<file path="src/rtl/acf_pkg.sv">
package acf_pkg;
  typedef enum logic [1:0] {
    SEL_NONE,
    SEL_ENA,
    SEL_MASK,
    SEL_ID
  } acf_sel_e;
endpackage

</file>
<file path="src/rtl/acf_regs.sv">
module acf_regs
  import acf_pkg::*;
#(
  parameter int NF     = 4,
  parameter int W      = 32,
  parameter int AW     = 4
) (
  input  logic                  clk_i,
  input  logic                  rst_ni,
  input  logic                  we_i,
  input  logic [AW-1:0]         addr_i,
  input  logic [W-1:0]          wdata_i,
  output logic [W-1:0]          rdata_o,
  output logic [NF-1:0][W-1:0]  mask_o,
  output logic [NF-1:0][W-1:0]  fid_o,
  output logic [NF-1:0]         en_o
);
  localparam logic [AW-1:0] TOP_ADDR = AW'(2 * NF);

  acf_sel_e             sel;
  logic [AW-1:0]        idx;
  logic [NF-1:0][W-1:0] mask_q, fid_q;
  logic [NF-1:0]        en_q;

  // odd addresses hold masks, even nonzero addresses hold IDs
  always_comb begin
    sel = SEL_NONE;
    idx = (addr_i - AW'(1)) >> 1;
    if (addr_i == '0)            sel = SEL_ENA;
    else if (addr_i <= TOP_ADDR) sel = addr_i[0] ? SEL_MASK : SEL_ID;
  end

  always_ff @(posedge clk_i or negedge rst_ni) begin
    if (!rst_ni) begin
      mask_q <= '0;
      fid_q  <= '0;
      en_q   <= '0;
    end else if (we_i) begin
      if (sel == SEL_ENA) en_q <= wdata_i[NF-1:0];
      for (int i = 0; i < NF; i++) begin
        if (idx == AW'(i)) begin
          if (sel == SEL_MASK) mask_q[i] <= wdata_i;
          if (sel == SEL_ID)   fid_q[i]  <= wdata_i;
        end
      end
    end
  end

  always_comb begin
    rdata_o = '0;
    if (sel == SEL_ENA) rdata_o = W'(en_q);
    for (int i = 0; i < NF; i++) begin
      if (idx == AW'(i)) begin
        if (sel == SEL_MASK) rdata_o = mask_q[i];
        if (sel == SEL_ID)   rdata_o = fid_q[i];
      end
    end
  end

  assign mask_o = mask_q;
  assign fid_o  = fid_q;
  assign en_o   = en_q;


  ena_write_chk: assert property (@(posedge clk_i) disable iff (!rst_ni)
    (we_i && addr_i == '0) |=> (en_q == $past(wdata_i[NF-1:0])));


  oob_write_chk: assert property (@(posedge clk_i) disable iff (!rst_ni)
    (we_i && addr_i > TOP_ADDR) |=> ($stable(mask_q) && $stable(fid_q) && $stable(en_q)));
endmodule

</file>
<file path="src/rtl/acf_match.sv">
module acf_match #(
  parameter int W = 32
) (
  input  logic [W-1:0] cand_i,
  input  logic [W-1:0] mask_i,
  input  logic [W-1:0] fid_i,
  input  logic         en_i,
  output logic         hit_o
);
  assign hit_o = en_i && (((cand_i ^ fid_i) & mask_i) == '0);
endmodule

</file>
<file path="src/rtl/acf_bank.sv">
module acf_bank #(
  parameter int NUM_FILT = 4,
  parameter int ID_W     = 32,
  parameter int ADDR_W   = 4
) (
  input  logic              clk_i,
  input  logic              rst_ni,
  input  logic              reg_we_i,
  input  logic [ADDR_W-1:0] reg_addr_i,
  input  logic [ID_W-1:0]   reg_wdata_i,
  output logic [ID_W-1:0]   reg_rdata_o,
  input  logic              id_valid_i,
  input  logic [ID_W-1:0]   id_i,
  output logic              verdict_valid_o,
  output logic              accept_o
);
  logic pass;
  logic vld_q, acc_q;

  if (NUM_FILT > 0) begin : g_bank
    logic [NUM_FILT-1:0][ID_W-1:0] mask, fid;
    logic [NUM_FILT-1:0]           en, hit;

    acf_regs #(.NF(NUM_FILT), .W(ID_W), .AW(ADDR_W)) u_regs (
      .clk_i   (clk_i),
      .rst_ni  (rst_ni),
      .we_i    (reg_we_i),
      .addr_i  (reg_addr_i),
      .wdata_i (reg_wdata_i),
      .rdata_o (reg_rdata_o),
      .mask_o  (mask),
      .fid_o   (fid),
      .en_o    (en)
    );

    for (genvar i = 0; i < NUM_FILT; i++) begin : g_filt
      acf_match #(.W(ID_W)) u_match (
        .cand_i (id_i),
        .mask_i (mask[i]),
        .fid_i  (fid[i]),
        .en_i   (en[i]),
        .hit_o  (hit[i])
      );


      filt_hit_chk: assert property (@(posedge clk_i) disable iff (!rst_ni)
        (id_valid_i && en[i] && ((id_i & mask[i]) == (fid[i] & mask[i]))) |=> accept_o);
    end

    // no enabled filter means nothing to reject against
    assign pass = (en == '0) || (|hit);


    none_enabled_chk: assert property (@(posedge clk_i) disable iff (!rst_ni)
      (id_valid_i && en == '0) |=> accept_o);
  end else begin : g_empty
    logic unused_reg;
    assign unused_reg  = ^{reg_we_i, reg_addr_i, reg_wdata_i};
    assign reg_rdata_o = '0;
    assign pass        = 1'b1;
  end

  always_ff @(posedge clk_i or negedge rst_ni) begin
    if (!rst_ni) begin
      vld_q <= 1'b0;
      acc_q <= 1'b0;
    end else begin
      vld_q <= id_valid_i;
      acc_q <= id_valid_i && pass;
    end
  end

  assign verdict_valid_o = vld_q;
  assign accept_o        = acc_q;


  verdict_due_chk: assert property (@(posedge clk_i) disable iff (!rst_ni)
    id_valid_i |=> verdict_valid_o);


  no_spurious_chk: assert property (@(posedge clk_i) disable iff (!rst_ni)
    !id_valid_i |=> !verdict_valid_o);


  accept_gated_chk: assert property (@(posedge clk_i) disable iff (!rst_ni)
    !verdict_valid_o |-> !accept_o);
endmodule

</file>
<file path="config.mk">
export PLATFORM = sky130hd
export DESIGN_NAME = acf_bank
export DESIGN_NICKNAME = d
export VERILOG_FILES = /design/src/rtl/acf_pkg.sv /design/src/rtl/acf_regs.sv /design/src/rtl/acf_match.sv /design/src/rtl/acf_bank.sv
export SDC_FILE = /design/constraint.sdc
export NUM_CORES = 1
export LEC_CHECK = 0
export ABC_AREA = 1
export ABC_CLOCK_PERIOD_IN_PS = 2500
export BUFFER_PORTS_ARGS = -buffer_cell sky130_fd_sc_hd__buf_2
export CAP_MARGIN = 20
export CORE_MARGIN = 4
export CORE_UTILIZATION = 45
export DETAILED_ROUTE_END_ITERATION = 8
export MAX_ROUTING_LAYER = met4
export PLACE_DENSITY = 0.67
export SYNTH_ARGS = -nofsm -noshare
export SYNTH_HDL_FRONTEND = slang
export SYNTH_HIERARCHICAL = 1
export SYNTH_SLANG_ARGS = --single-unit
</file>
<file path="constraint.sdc">
create_clock -name clk_i -period 2.5 [get_ports clk_i]
set_input_delay 0.5 -clock clk_i [delete_from_list [all_inputs] [get_ports clk_i]]
set_output_delay 0.5 -clock clk_i [all_outputs]
set_load 0.05 [all_outputs]
</file>
======== Yosys cells after proc, flatten, opt, wreduce, memory -nomap -nowiden ========
Index checks and enable logic that the tools add are counted.
Widths: inputs -> output; s select.
operators by class
  muxes and demuxes ....................... 16
  reductions and logical operators ........ 23
  order comparisons ....................... 1
  bitwise operators ....................... 8
  shift operators ......................... 0
  multiply operators ...................... 0
  add/subtract/negate cells ............... 1
  div/mod/pow operators ................... 0
  eq/ne operators ......................... 6
operators by type and width
  operator             number
  $mux 32              12
  $and 32x32->32       4
  $logic_not 32->1     4
  $xor 32x32->32       4
  $reduce_and 3->1     8
  $logic_not 4->1      3
  $eq 3x2->1 const B   2
  $logic_and 1x1->1    5
  $eq 2x2->1 const B   2
  $le 4x4->1 const B   1
  $mux 2               2
  $mux 4               1
  $reduce_or 4->1      1
  $sub 4x1->4 const B  1
  $eq 3x1->1 const B   1
  $eq 2x1->1 const B   1
  $reduce_and 2->1     1
  $logic_or 1x1->1     1
  $mux 1               1
storage, ports and cells
  memories ................................ 0
  output and inout bits ................... 34
  bits in latches ......................... 0
  memory bits (read-only) ................. 0
  word-level logic and storage cells ...... 66
  bits of input ports ..................... 72
  register bits ........................... 262
  bits in writable memories ............... 0

======== Longest topological paths before layout ========
Gate-level depths: netlist of the first run.
  depth after elaboration ................. 17
  depth in mapped cells ................... 13
  depth with buffers taken out ............ 13

======== Hierarchy ========
The synthesis of the first run kept the hierarchy.
modules (own cells, without submodules)
  module     instances  area each (um^2)  cells each  seq. area each (um^2)
  acf_regs   1          11930.2           1515        6506.2
  acf_match  4          663.1             160         0.0
  acf_bank   1          98.8              14          50.0

======== Least setup slack after synthesis of the first run ========
OpenSTA, ideal clock, no wires.
  kind .................................... input-to-output
  from .................................... input reg_addr_i[0]
  to ...................................... output reg_rdata_o[17]
  stages .................................. 9
  setup slack ............................. -0.348 ns
  path buffers ............................ 2
  required time ........................... 2.000 ns
  arrival ................................. 2.348 ns
  cell sequence ........................... buf_6 > inv_6 > ha_1 > inv_1 > nand4_1 > inv_2 > buf_1 > o21ai_0 > nand4_1
between the ends
  longest elaborated chain between the ends .. 16
  elaborated cells between the ends (all ways) .. 24
  classes of those cells .................. add/sub: 1; order compare: 1; eq/ne: 5; mux: 15; reduce/logical: 2
RTL lines
  item                                         RTL line        RTL
  start, declared                              acf_bank.sv:9   input logic [ADDR_W-1:0] reg_addr_i,
  $le 4x4->1 / $mux 1 (equally long branches)  acf_regs.sv:30  else if (addr_i <= TOP_ADDR) sel = addr_i[0] ? SEL_MASK : SEL_ID;
  $mux 2                                       acf_regs.sv:30
  $mux 2                                       acf_regs.sv:29  if (addr_i == '0) sel = SEL_ENA;
  $eq 2x2->1                                   acf_regs.sv:54  if (sel == SEL_MASK) rdata_o = mask_q[i];
  $mux 32                                      acf_regs.sv:54
  $mux 32                                      acf_regs.sv:55  if (sel == SEL_ID) rdata_o = fid_q[i];
  $mux 32                                      acf_regs.sv:53  if (idx == AW'(i)) begin
  $mux 32                                      acf_regs.sv:54
  $mux 32                                      acf_regs.sv:55
  $mux 32                                      acf_regs.sv:53
  $mux 32                                      acf_regs.sv:54
  $mux 32                                      acf_regs.sv:55
  $mux 32                                      acf_regs.sv:53
  $mux 32                                      acf_regs.sv:54
  $mux 32                                      acf_regs.sv:55
  $mux 32 (*)                                  acf_regs.sv:53
  end, declared                                acf_bank.sv:11  output logic [ID_W-1:0] reg_rdata_o,
Every way passes the cells marked *; elsewhere a longest branch is shown, timed or not.

======== Final worst setup path of the first run ========
  from .................................... input reg_addr_i[1]
  to ...................................... output reg_rdata_o[18]
between the ends
  longest elaborated chain between the ends .. 16
  elaborated cells between the ends (all ways) .. 23
  classes of those cells .................. add/sub: 1; order compare: 1; eq/ne: 5; mux: 14; reduce/logical: 2
RTL lines
  item         RTL line
  $le 4x4->1   acf_regs.sv:30
  $mux 2       acf_regs.sv:30
  $mux 2       acf_regs.sv:29
  $eq 2x2->1   acf_regs.sv:54
  $mux 32      acf_regs.sv:54
  $mux 32      acf_regs.sv:55
  $mux 32      acf_regs.sv:53
  $mux 32      acf_regs.sv:54
  $mux 32      acf_regs.sv:55
  $mux 32      acf_regs.sv:53
  $mux 32      acf_regs.sv:54
  $mux 32      acf_regs.sv:55
  $mux 32      acf_regs.sv:53
  $mux 32      acf_regs.sv:54
  $mux 32      acf_regs.sv:55
  $mux 32 (*)  acf_regs.sv:53
Marks and branches as above.

==> results of run 1 <==
## layout make-up
class,instances,share of cell area (%)
clock buffers,47,5.09
diodes,2,0.0279
multi-input cells,1609,39.4
flip-flops and latches,262,36.6
well taps,435,3.03
repair buffers,196,11.1
inverters,212,4.58
clock inverters,4,0.195
## registers in the layout, indices dropped and copies added (netlist names)
name,cells
g_bank.u_regs/en_o,4
g_bank.u_regs/fid_o,128
verdict_valid_o,1
accept_o,1
g_bank.u_regs/mask_o,128
## power by group through the flow
stage                     Sequential [W]  Combinational [W]  Clock (W)
final                            0.00640            0.00404    0.00424
after global routing             0.00657            0.00454    0.00451
after CTS                        0.00638            0.00386    0.00431
after detailed placement         0.00644            0.00378          0
after global placement           0.00639            0.00367          0
after floorplan                  0.00619            0.00264          0
## cell usage in the layout, fill, tap and decap left out, types with 11 or more instances in the layout
cell       count
clkbuf_8      12
o21ai_0      134
nand4_1       41
nand3_1       98
nand2_2       15
or2_1         20
o21ai_1      152
dfrtp_1      262
buf_12        30
nor2_1       125
buf_6         37
buf_2         70
buf_4         45
clkbuf_16     36
nand2_1      961
inv_1        203
nand2_4       11
## cell families after synthesis
family | count (synthesis) | synth area share (%)
AO/OA/AOI/OAI | 302 | 10.4
AND/OR/NAND/NOR | 1306 | 36.6
buffers and inverters | 298 | 8.17
adder cells (fa/ha/maj) | 1 | 0.0852
flip-flops | 262 | 44.7
## worst reg2reg max path: stages, from the launching register on
cell     delay (ps)
dfrtp_1         420
or2_1           240
nand3_1          60
o21ai_1         150
nor2_1          220
nand3_1         190
nor2_1          140
inv_1            40
nand2_1          50
nor2_1           50
a21oi_1         310
## worst min-delay path by stage
stage                     from  slack, ps                       end
finish              id_valid_i         70           verdict_valid_o
global route        id_valid_i         70           verdict_valid_o
CTS                 id_valid_i         50           verdict_valid_o
detailed placement      rst_ni        470  g_bank.u_regs/mask_o[76]
global placement        rst_ni        460  g_bank.u_regs/mask_o[76]
floorplan               rst_ni        200                  accept_o
## layer usage
metal / up-vias / wire (um)
met3: 106 / 4340
met2: 603 / 22000
met4: 0 / 1660
met1: 6692 / 20900
met5: - / 0
li1: 7082 / -
## through the flow
| step | setup slack, ps | std cells | hold WS [ps] | area, um^2 |
|---|---|---|---|---|
| after global routing | -114 | 2767 | 69.2 | 17900 |
| after detailed placement | -234 | 2694 | 467 | 16300 |
| final | -69.1 | 2767 | 69.6 | 17900 |
| after floorplan | -44.0 | 2169 | 204 | 14900 |
| after CTS | -16.7 | 2749 | 47.8 | 17500 |
| after global placement | -204 | 2694 | 464 | 16300 |
## timing repair
item                                   4_1_cts  5_1_grt
hold buffers                                 1        0
resized for setup                           54       59
gates cloned                                 0        7
setup endpoints to repair                   32       32
endpoints found under the hold margin       51        0
buffers inserted                             3        9
pin swaps                                    9       28
==> flow_metrics.env, run 1 <==
export IMPL_setup_viol=14
export IMPL_r2r_setup_slack_ps=530
export IMPL_antenna_found_initial=2
export IMPL_startpoint_type="input port"
export IMPL_viasPerCell=5.23
export IMPL_fin_setup_tns_ps=-347
export IMPL_crit_required_ps=2000
export IMPL_fmax_mhz=389
export IMPL_cp_top_family="buffers and inverters"
export IMPL_gp_congestion=0.975
export IMPL_syn_cell_area_um2=14700
export IMPL_min_period_over_period_pct=103
export IMPL_crit_type="in -> out"
export IMPL_p_clk_share_pct=28.9
export IMPL_critPathCaptureType="output pin"
export IMPL_rsz0062_at_grt="true"
export IMPL_layout_drive_gt1_share_pct=13.0
export IMPL_yosys_top_cells_count="nand2_1, dfrtp_1, inv_1"
export IMPL_synthTopCellsByArea="dfrtp_1, nand2_1, inv_1"
export IMPL_cp_data_arrival_time_ps=2070
export IMPL_crit_path_end="reg_rdata_o[18]"
export IMPL_hold_path_depth=1
export IMPL_htreeDepth=1
export IMPL_critPathSlowestCell="ha_4"
export IMPL_postSynthAreaPerCell_um2=6.77
export IMPL_combPwrFrac_pct=27.5
export IMPL_status="finished with violations"
export IMPL_fillers=3083
export IMPL_cap_violations=0
export IMPL_row_count=65
export IMPL_wl_per_cell_um=17.7
export IMPL_cts_inserted_buffers=29
export IMPL_p_per_area_nw_per_um2=818
export IMPL_fp_coreArea_um2=31900
export IMPL_synth_nets=2242
export IMPL_ant_nets=0
export IMPL_clk_pin_slew_worst_paths_ps=60
export IMPL_first_pass_iters=6
export IMPL_clock_path_buffers=3
export IMPL_synth_top_area_share_pct=44.7
export IMPL_synth_edf_count=0
export IMPL_path_buf_inv=7
export IMPL_synth_top_area_cell="dfrtp_1"
export IMPL_fin_nets=2383
export IMPL_pwr_share_seq_pct=43.6
export IMPL_grt_pass1_wl_mm=74.4
export IMPL_use_met1_pct=36.4
export IMPL_p_int_w=0.00941
export IMPL_hold_viol=0
export IMPL_finalPower_w=0.0147
export IMPL_crit_fanout=8
export IMPL_leakagePower_nw=9.26
export IMPL_ys_flop_type="dfrtp_1"
export IMPL_regArea_um2=6560
export IMPL_multiInputGateArea_um2=7070
export IMPL_grt_pass1_vias=13500
export IMPL_finalCriticalPeriod_ps=2570
export IMPL_cts_sinks=262
export IMPL_worstMarginPinSlew_ps=503
export IMPL_slew_headroom_pct=66.5
export IMPL_r2r_start="g_bank.u_regs/fid_o[35]"
export IMPL_root_buffer="clkbuf_16"
export IMPL_drv_slew=0
export IMPL_dieArea_um2=35600
export IMPL_synth_seq_cells=262
export IMPL_finalWorstSetupSlack_ps=-69.1
export IMPL_ir_drop_mv=0.598
export IMPL_slowest_delay_ps=180
export IMPL_final_util_pct=56.3
export IMPL_grt_max_degree=81
export IMPL_dr_total_vias=14500
export IMPL_cp_depth=13
export IMPL_violations="negative setup slack"
export IMPL_syn_instance_count=2169
export IMPL_async_reset_ff_share_pct=100
export IMPL_top_usage_layer="met2"
export IMPL_die_w_um=189
export IMPL_yosysMostFrequentCell="nand2_1"
export IMPL_dpl_hpwl_mm=32.3
export IMPL_drtIter0Drc=1344
export IMPL_cts_tree="yes"
export IMPL_overflow=0
export IMPL_clkLatencyLatePin_ps=570
export IMPL_timing_rr_end="accept_o"
export IMPL_synthDistinctLibCells=33
export IMPL_initial_core_util_pct=46.1
export IMPL_drcViolationCount=0
export IMPL_yosysWarnings=6
export IMPL_hold_class="in -> reg"
export IMPL_grt_usage_pct=26.8
export IMPL_die_h_um=189
export IMPL_startpoint="reg_addr_i[1]"
export IMPL_path_cells="buf_6 -> inv_2 -> ha_4 -> inv_4 -> nand2_4 -> nand2_8 -> nand4_1 -> inv_2 -> buf_12 -> clkbuf_16 -> nand2_1 -> nand4_1 -> buf_6"
export IMPL_met3_usage_pct=5.04
export IMPL_syn2layout_area_growth_pct=22.2
export IMPL_portBuffers=105
export IMPL_switching_share_pct=35.9
export IMPL_synth_seq_area_share_pct=44.7
export IMPL_io_pins=106
export IMPL_p_sw_w=0.00527
export IMPL_wirelength_mm=48.9
export IMPL_reg2reg_depth=10
export IMPL_fin_skew_ps=29.0
export IMPL_met2_usage_pct=40.9
No activity file was read; power rests on OpenSTA's default activity.
==> run 2, diff against run 1 <==
--- a/config.mk
+++ b/config.mk
@@ -14,6 +14,7 @@
 export DETAILED_ROUTE_END_ITERATION = 8
 export MAX_ROUTING_LAYER = met4
 export PLACE_DENSITY = 0.67
+export REMOVE_ABC_BUFFERS = 1
 export SYNTH_ARGS = -nofsm -noshare
 export SYNTH_HDL_FRONTEND = slang
 export SYNTH_HIERARCHICAL = 1
==> run 2 against run 1 <==
  * The flow still finishes with violations (negative setup slack)
  * Register-to-register slack gained 250 ps
  * Critical path type unchanged
  * Hold slack lost 14 ps
  * Die area is the same
  * Clock skew shrank 23 ps
  * Clock power grew 7.8%
  * Largest power group unchanged
==> flow_metrics.env, run 2 (synthesized netlist as in run 1, its figures left out) <==
export IMPL_r2r_start="g_bank.u_regs/fid_o[24]"
export IMPL_fp_coreArea_um2=31900
export IMPL_syn2layout_area_growth_pct=25.6
export IMPL_final_util_pct=57.8
export IMPL_io_pins=106
export IMPL_die_h_um=189
export IMPL_ant_nets=0
export IMPL_die_w_um=189
export IMPL_worstMarginPinSlew_ps=604
export IMPL_path_cells="buf_12 -> inv_8 -> ha_4 -> nand2_1 -> nand2_4 -> nand4_1 -> inv_2 -> buf_12 -> buf_6 -> nand2_1 -> nand4_1 -> buf_6"
export IMPL_dr_total_vias=14500
export IMPL_min_period_over_period_pct=102
export IMPL_ir_drop_mv=0.611
export IMPL_wirelength_mm=46.3
export IMPL_hold_viol=0
export IMPL_finalWorstSetupSlack_ps=-58.2
export IMPL_p_clk_share_pct=30.4
export IMPL_r2r_setup_slack_ps=780
export IMPL_timing_rr_end="accept_o"
export IMPL_cp_top_family="buffers and inverters"
export IMPL_clk_pin_slew_worst_paths_ps=60
export IMPL_status="finished with violations"
export IMPL_cp_depth=12
export IMPL_combPwrFrac_pct=27.0
export IMPL_finalPower_w=0.0150
export IMPL_finalCriticalPeriod_ps=2560
export IMPL_grt_usage_pct=25.4
export IMPL_portBuffers=105
export IMPL_violations="negative setup slack"
export IMPL_critPathSlowestCell="nand4_1"
export IMPL_pwr_share_seq_pct=42.6
export IMPL_grt_max_degree=71
export IMPL_fin_nets=2406
export IMPL_dpl_hpwl_mm=30.3
export IMPL_clock_path_buffers=3
export IMPL_cts_inserted_buffers=30
export IMPL_crit_required_ps=2000
export IMPL_drv_slew=0
export IMPL_switching_share_pct=35.0
export IMPL_gp_congestion=0.886
export IMPL_cap_violations=0
export IMPL_final_common_cell="nand2_1"
export IMPL_overflow=0
export IMPL_grt_pass1_wl_mm=71.3
export IMPL_setup_viol=23
export IMPL_hold_path_depth=1
export IMPL_place_area_um2=16500
export IMPL_cp_data_arrival_time_ps=2060
export IMPL_p_int_w=0.00974
export IMPL_clkLatencyLatePin_ps=560
export IMPL_fin_skew_ps=6.43
export IMPL_slew_headroom_pct=59.8
export IMPL_p_sw_w=0.00525
export IMPL_crit_fanout=7
export IMPL_cts_sinks=262
export IMPL_regArea_um2=6560
export IMPL_viasPerCell=5.18
export IMPL_reg2reg_depth=11
export IMPL_layout_drive_gt1_share_pct=14.8
export IMPL_hold_class="in -> reg"
export IMPL_wl_per_cell_um=16.5
export IMPL_worst_hold_path_endpoint="verdict_valid_o"
export IMPL_p_per_area_nw_per_um2=813
export IMPL_crit_type="in -> out"
export IMPL_fillers=2949
export IMPL_cts_tree="yes"
export IMPL_leakagePower_nw=9.49
export IMPL_holdCritStartpoint="id_valid_i"
export IMPL_final_cell_mix="nand2_1, dfrtp_1, inv_1"
export IMPL_path_buf_inv=6
export IMPL_slowest_delay_ps=180
export IMPL_drcViolationCount=0
export IMPL_critPathCaptureType="output pin"
export IMPL_multiInputGateArea_um2=7160
export IMPL_startpoint_type="input port"
export IMPL_root_buffer="clkbuf_16"
export IMPL_rsz0062_at_grt="true"
export IMPL_antenna_found_initial=6
export IMPL_design_area_um2=18400
export IMPL_drtIter0Drc=1262
export IMPL_grt_pass1_vias=13300
export IMPL_first_pass_iters=5
export IMPL_row_count=65
export IMPL_dieArea_um2=35600
export IMPL_fmax_mhz=391
export IMPL_initial_core_util_pct=46.1
export IMPL_htreeDepth=1
## run 2: cell type report
type                            count  share of cell area (%)
Antenna cell                        6                  0.0814
Clock buffer                       43                    4.78
Clock inverter                     13                   0.773
Inverter                          212                    4.53
Multi-Input combinational cell   1609                    38.8
Sequential cell                   262                    35.6
Tap cell                          435                    2.95
Timing Repair Buffer              218                    12.5
## run 2: repair_timing
item	in CTS	in global routing
buffers inserted	8	8
endpoints found under the hold margin	62	0
hold buffers	1	0
gates cloned	0	9
gates resized for setup	94	89
pin swaps	17	51
setup endpoints to repair	32	32
## run 2: how the worst max path moves through the flow
| stage | from | end |
|---|---|---|
| 3_3_place_gp | reg_addr_i[0] | reg_rdata_o[16] |
| 2_1_floorplan | reg_addr_i[0] | reg_rdata_o[3] |
| 6_report | reg_addr_i[0] | reg_rdata_o[28] |
| 3_5_place_dp | reg_addr_i[0] | reg_rdata_o[16] |
| 4_1_cts | reg_addr_i[0] | reg_rdata_o[25] |
| 5_1_grt | reg_addr_i[0] | reg_rdata_o[28] |
## run 2: layer usage
| layer | track usage (%) | share of wire, % |
|---|---|---|
| met1 | 35.4 | 44 |
| met2 | 39.1 | 45 |
| met3 | 3.45 | 6.9 |
| met4 | 7.62 | 3.4 |
| met5 | - | 0 |
## run 2: metrics by stage
step           hold WS [ps]  setup WS [ps]  cells  setup TNS [ps]
6_report               55.1          -58.2   2798            -736
2_1_floorplan           204           -997   2083          -65010
5_1_grt                42.3           -151   2798           -2840
3_5_place_dp            497           -393   2711          -11340
3_3_place_gp            491           -408   2711           -8660
4_1_cts                34.8          -18.9   2775           -46.9
## run 2: power groups by stage
stage          clock, W  sequential, W  combinational, W
2_1_floorplan         0        0.00620           0.00255
3_3_place_gp          0        0.00637           0.00365
3_5_place_dp          0        0.00641           0.00374
4_1_cts         0.00465        0.00635           0.00387
5_1_grt         0.00484        0.00655           0.00457
6_report        0.00457        0.00638           0.00405
==> run 3, diff against run 2 <==
--- a/config.mk
+++ b/config.mk
@@ -5,7 +5,6 @@
 export SDC_FILE = /design/constraint.sdc
 export NUM_CORES = 1
 export LEC_CHECK = 0
-export ABC_AREA = 1
 export ABC_CLOCK_PERIOD_IN_PS = 2500
 export BUFFER_PORTS_ARGS = -buffer_cell sky130_fd_sc_hd__buf_2
 export CAP_MARGIN = 20
==> run 3 against run 2 <==
  * The flow still finishes with violations (negative setup slack)
  * Power up 1.6%
  * Utilization up 3.5 points
  * Non-clock buffer count up 79
  * Worst setup slack worse by 450 ps
  * Cell count down 37%
  * Sequential cell count unchanged
  * Critical path depth unchanged
  * Sequential power up 3.3%
  * Register-to-register slack worse by 380 ps
  * Combinational power up 11%
  * Sequential share of layout area up 0.10 points
  * Clock skew down 0.71 ps
==> flow_metrics.env, run 3 <==
export IMPL_htreeDepth=1
export IMPL_viasPerCell=6.24
export IMPL_cp_top_family="buffers and inverters"
export IMPL_async_reset_ff_share_pct=100
export IMPL_rsz0062_at_grt="true"
export IMPL_grt_pass1_vias=11500
export IMPL_fin_nets=1428
export IMPL_holdCritStartpoint="id_valid_i"
export IMPL_layout_drive_gt1_share_pct=51.6
export IMPL_critPathCaptureType="output pin"
export IMPL_first_pass_iters=7
export IMPL_slowest_delay_ps=380
export IMPL_ant_nets=0
export IMPL_synthTopCellsByArea="dfrtp_1, mux2_2, xor2_1"
export IMPL_drv_slew=0
export IMPL_fp_coreArea_um2=30000
export IMPL_synth_edf_count=0
export IMPL_ir_drop_mv=0.597
export IMPL_drtIter0Drc=1140
export IMPL_synth_top_area_share_pct=47.6
export IMPL_hold_viol=0
export IMPL_portBuffers=105
export IMPL_die_h_um=183
export IMPL_clock_path_buffers=3
export IMPL_dr_total_vias=11000
export IMPL_crit_fanout=6
export IMPL_r2r_start="g_bank.u_regs/fid_o[112]"
export IMPL_clkLatencyLatePin_ps=550
export IMPL_overflow=0
export IMPL_path_cells="buf_12 -> inv_6 -> ha_4 -> buf_4 -> nor3b_4 -> buf_4 -> a31oi_4 -> nor2_4 -> buf_12 -> a222oi_1 -> o211ai_1 -> buf_4"
export IMPL_root_buffer="clkbuf_16"
export IMPL_initial_core_util_pct=46.0
export IMPL_cts_tree="yes"
export IMPL_synth_seq_area_share_pct=47.6
export IMPL_violations="negative setup slack"
export IMPL_cap_violations=0
export IMPL_io_pins=106
export IMPL_worstMarginPinSlew_ps=560
export IMPL_yosys_top_cells_count="dfrtp_1, mux2_2, xor2_1"
export IMPL_cp_data_arrival_time_ps=2510
export IMPL_syn_cell_area_um2=13800
export IMPL_cts_sinks=262
export IMPL_synthDistinctLibCells=63
export IMPL_syn2layout_area_growth_pct=33.4
export IMPL_diodes=0
export IMPL_crit_type="in -> out"
export IMPL_postSynthAreaPerCell_um2=12.7
export IMPL_final_common_cell="dfrtp_1"
export IMPL_dpl_hpwl_mm=30.5
export IMPL_grt_max_degree=76
export IMPL_syn_instance_count=1089
export IMPL_drcViolationCount=0
export IMPL_synth_seq_cells=262
export IMPL_p_per_area_nw_per_um2=828
export IMPL_finalWorstSetupSlack_ps=-513
export IMPL_leakagePower_nw=8.34
export IMPL_ys_flop_type="dfrtp_1"
export IMPL_finalPower_w=0.0152
export IMPL_startpoint="reg_addr_i[0]"
export IMPL_slew_headroom_pct=62.4
export IMPL_antenna_found_initial=0
export IMPL_grt_usage_pct=27.2
export IMPL_final_util_pct=61.4
export IMPL_startpoint_type="input port"
export IMPL_min_period_over_period_pct=121
export IMPL_wirelength_mm=46.4
export IMPL_path_buf_inv=6
export IMPL_setup_viol=32
export IMPL_die_w_um=183
export IMPL_row_count=63
export IMPL_hold_slack_ps=67.0
export IMPL_status="finished with violations"
export IMPL_grt_pass1_wl_mm=68.6
export IMPL_cts_inserted_buffers=28
export IMPL_final_cell_mix="dfrtp_1, mux2_2, xor2_1"
export IMPL_crit_required_ps=2000
export IMPL_finalCriticalPeriod_ps=3010
export IMPL_clk_pin_slew_worst_paths_ps=60
export IMPL_fin_skew_ps=5.72
export IMPL_synth_top_area_cell="dfrtp_1"
export IMPL_gp_congestion=0.915
export IMPL_yosysWarnings=6
export IMPL_wl_per_cell_um=26.3
export IMPL_critPathSlowestCell="a222oi_1"
export IMPL_fmax_mhz=332
export IMPL_dieArea_um2=33500
export IMPL_hold_class="in -> reg"
export IMPL_yosysMostFrequentCell="dfrtp_1"
export IMPL_cpMostUsedCell="buf_4"
run 3: cell type report:
type / count / area, um^2
Inverter: 6 / 33.8
Tap cell: 390 / 488
Multi-Input combinational cell: 760 / 7480
Clock buffer: 44 / 852
Clock inverter: 7 / 67.6
Timing Repair Buffer: 297 / 2910
Fill cell: 2362 / 11600
Sequential cell: 262 / 6560
run 3: metrics by stage:
step	instance area [um^2]	cells	setup slack, ps	TNS (ps)
6_report	18400	1766	-513	-12390
3_3_place_gp	16000	1656	-910	-92340
2_1_floorplan	13500	1027	-2080	-415740
5_1_grt	18400	1766	-544	-13650
4_1_cts	17900	1743	-442	-10450
3_5_place_dp	16000	1656	-967	-106550
run 3: report_power, final:
part	leakage, nW	internal [W]	switching (W)
clock network	0.443	0.00243	0.00174
logic	4.59	0.00234	0.00215
registers	3.30	0.00542	0.00116
run 3: worst register-to-register path, cell delays in order (launching register included):
cell and delay [ps]:
dfrtp_1 420, xor2_1 170, a22o_1 250, a221oi_1 350, nand4_1 340, nor4_2 230
nor4_1 120, a21boi_1 130
run 3: kinds of logic (layout without fill, tap and decap cells):
logic type,Yosys count,count (layout),synth area share (%)
AO/OA/AOI/OAI,224,224,13.2
XOR/XNOR,131,131,8.32
adder cells (fa/ha/maj),1,1,0.0907
buffers and inverters,68,354,2.39
flip-flops,262,262,47.6
multiplexers,276,276,23.4
AND/OR/NAND/NOR,127,128,5.04
run 3: worst paths after layout:
check | cells past startpoint | end | slack [ps]
worst max-delay path | 12 | reg_rdata_o[3] | -510
worst min-delay path | 1 | verdict_valid_o | 70
worst max register to register | 7 | accept_o | 400
worst min register to register | 1 | g_bank.u_regs/mask_o[106] | 520
max in group asynchronous | 3 | g_bank.u_regs/fid_o[23] | 1340
min in group asynchronous | 2 | g_bank.u_regs/fid_o[57] | 430
run 3: repair_timing:
item | 4_1_cts | 5_1_grt
setup buffers | 34 | 26
hold endpoints to repair | 35 | 0
setup endpoints to repair | 32 | 32
gates resized for setup | 169 | 63
pin swaps | 61 | 47
hold buffers | 1 | 0
gates cloned | 2 | 3
run 3: layer usage:
metal	share of wire [%]	GRT usage (%)	vias up
li1	-	-	4692
met1	41	35.4	5661
met2	48	42.6	529
met3	7.3	5.16	143
met4	3.9	10.3	0
met5	0	-	-
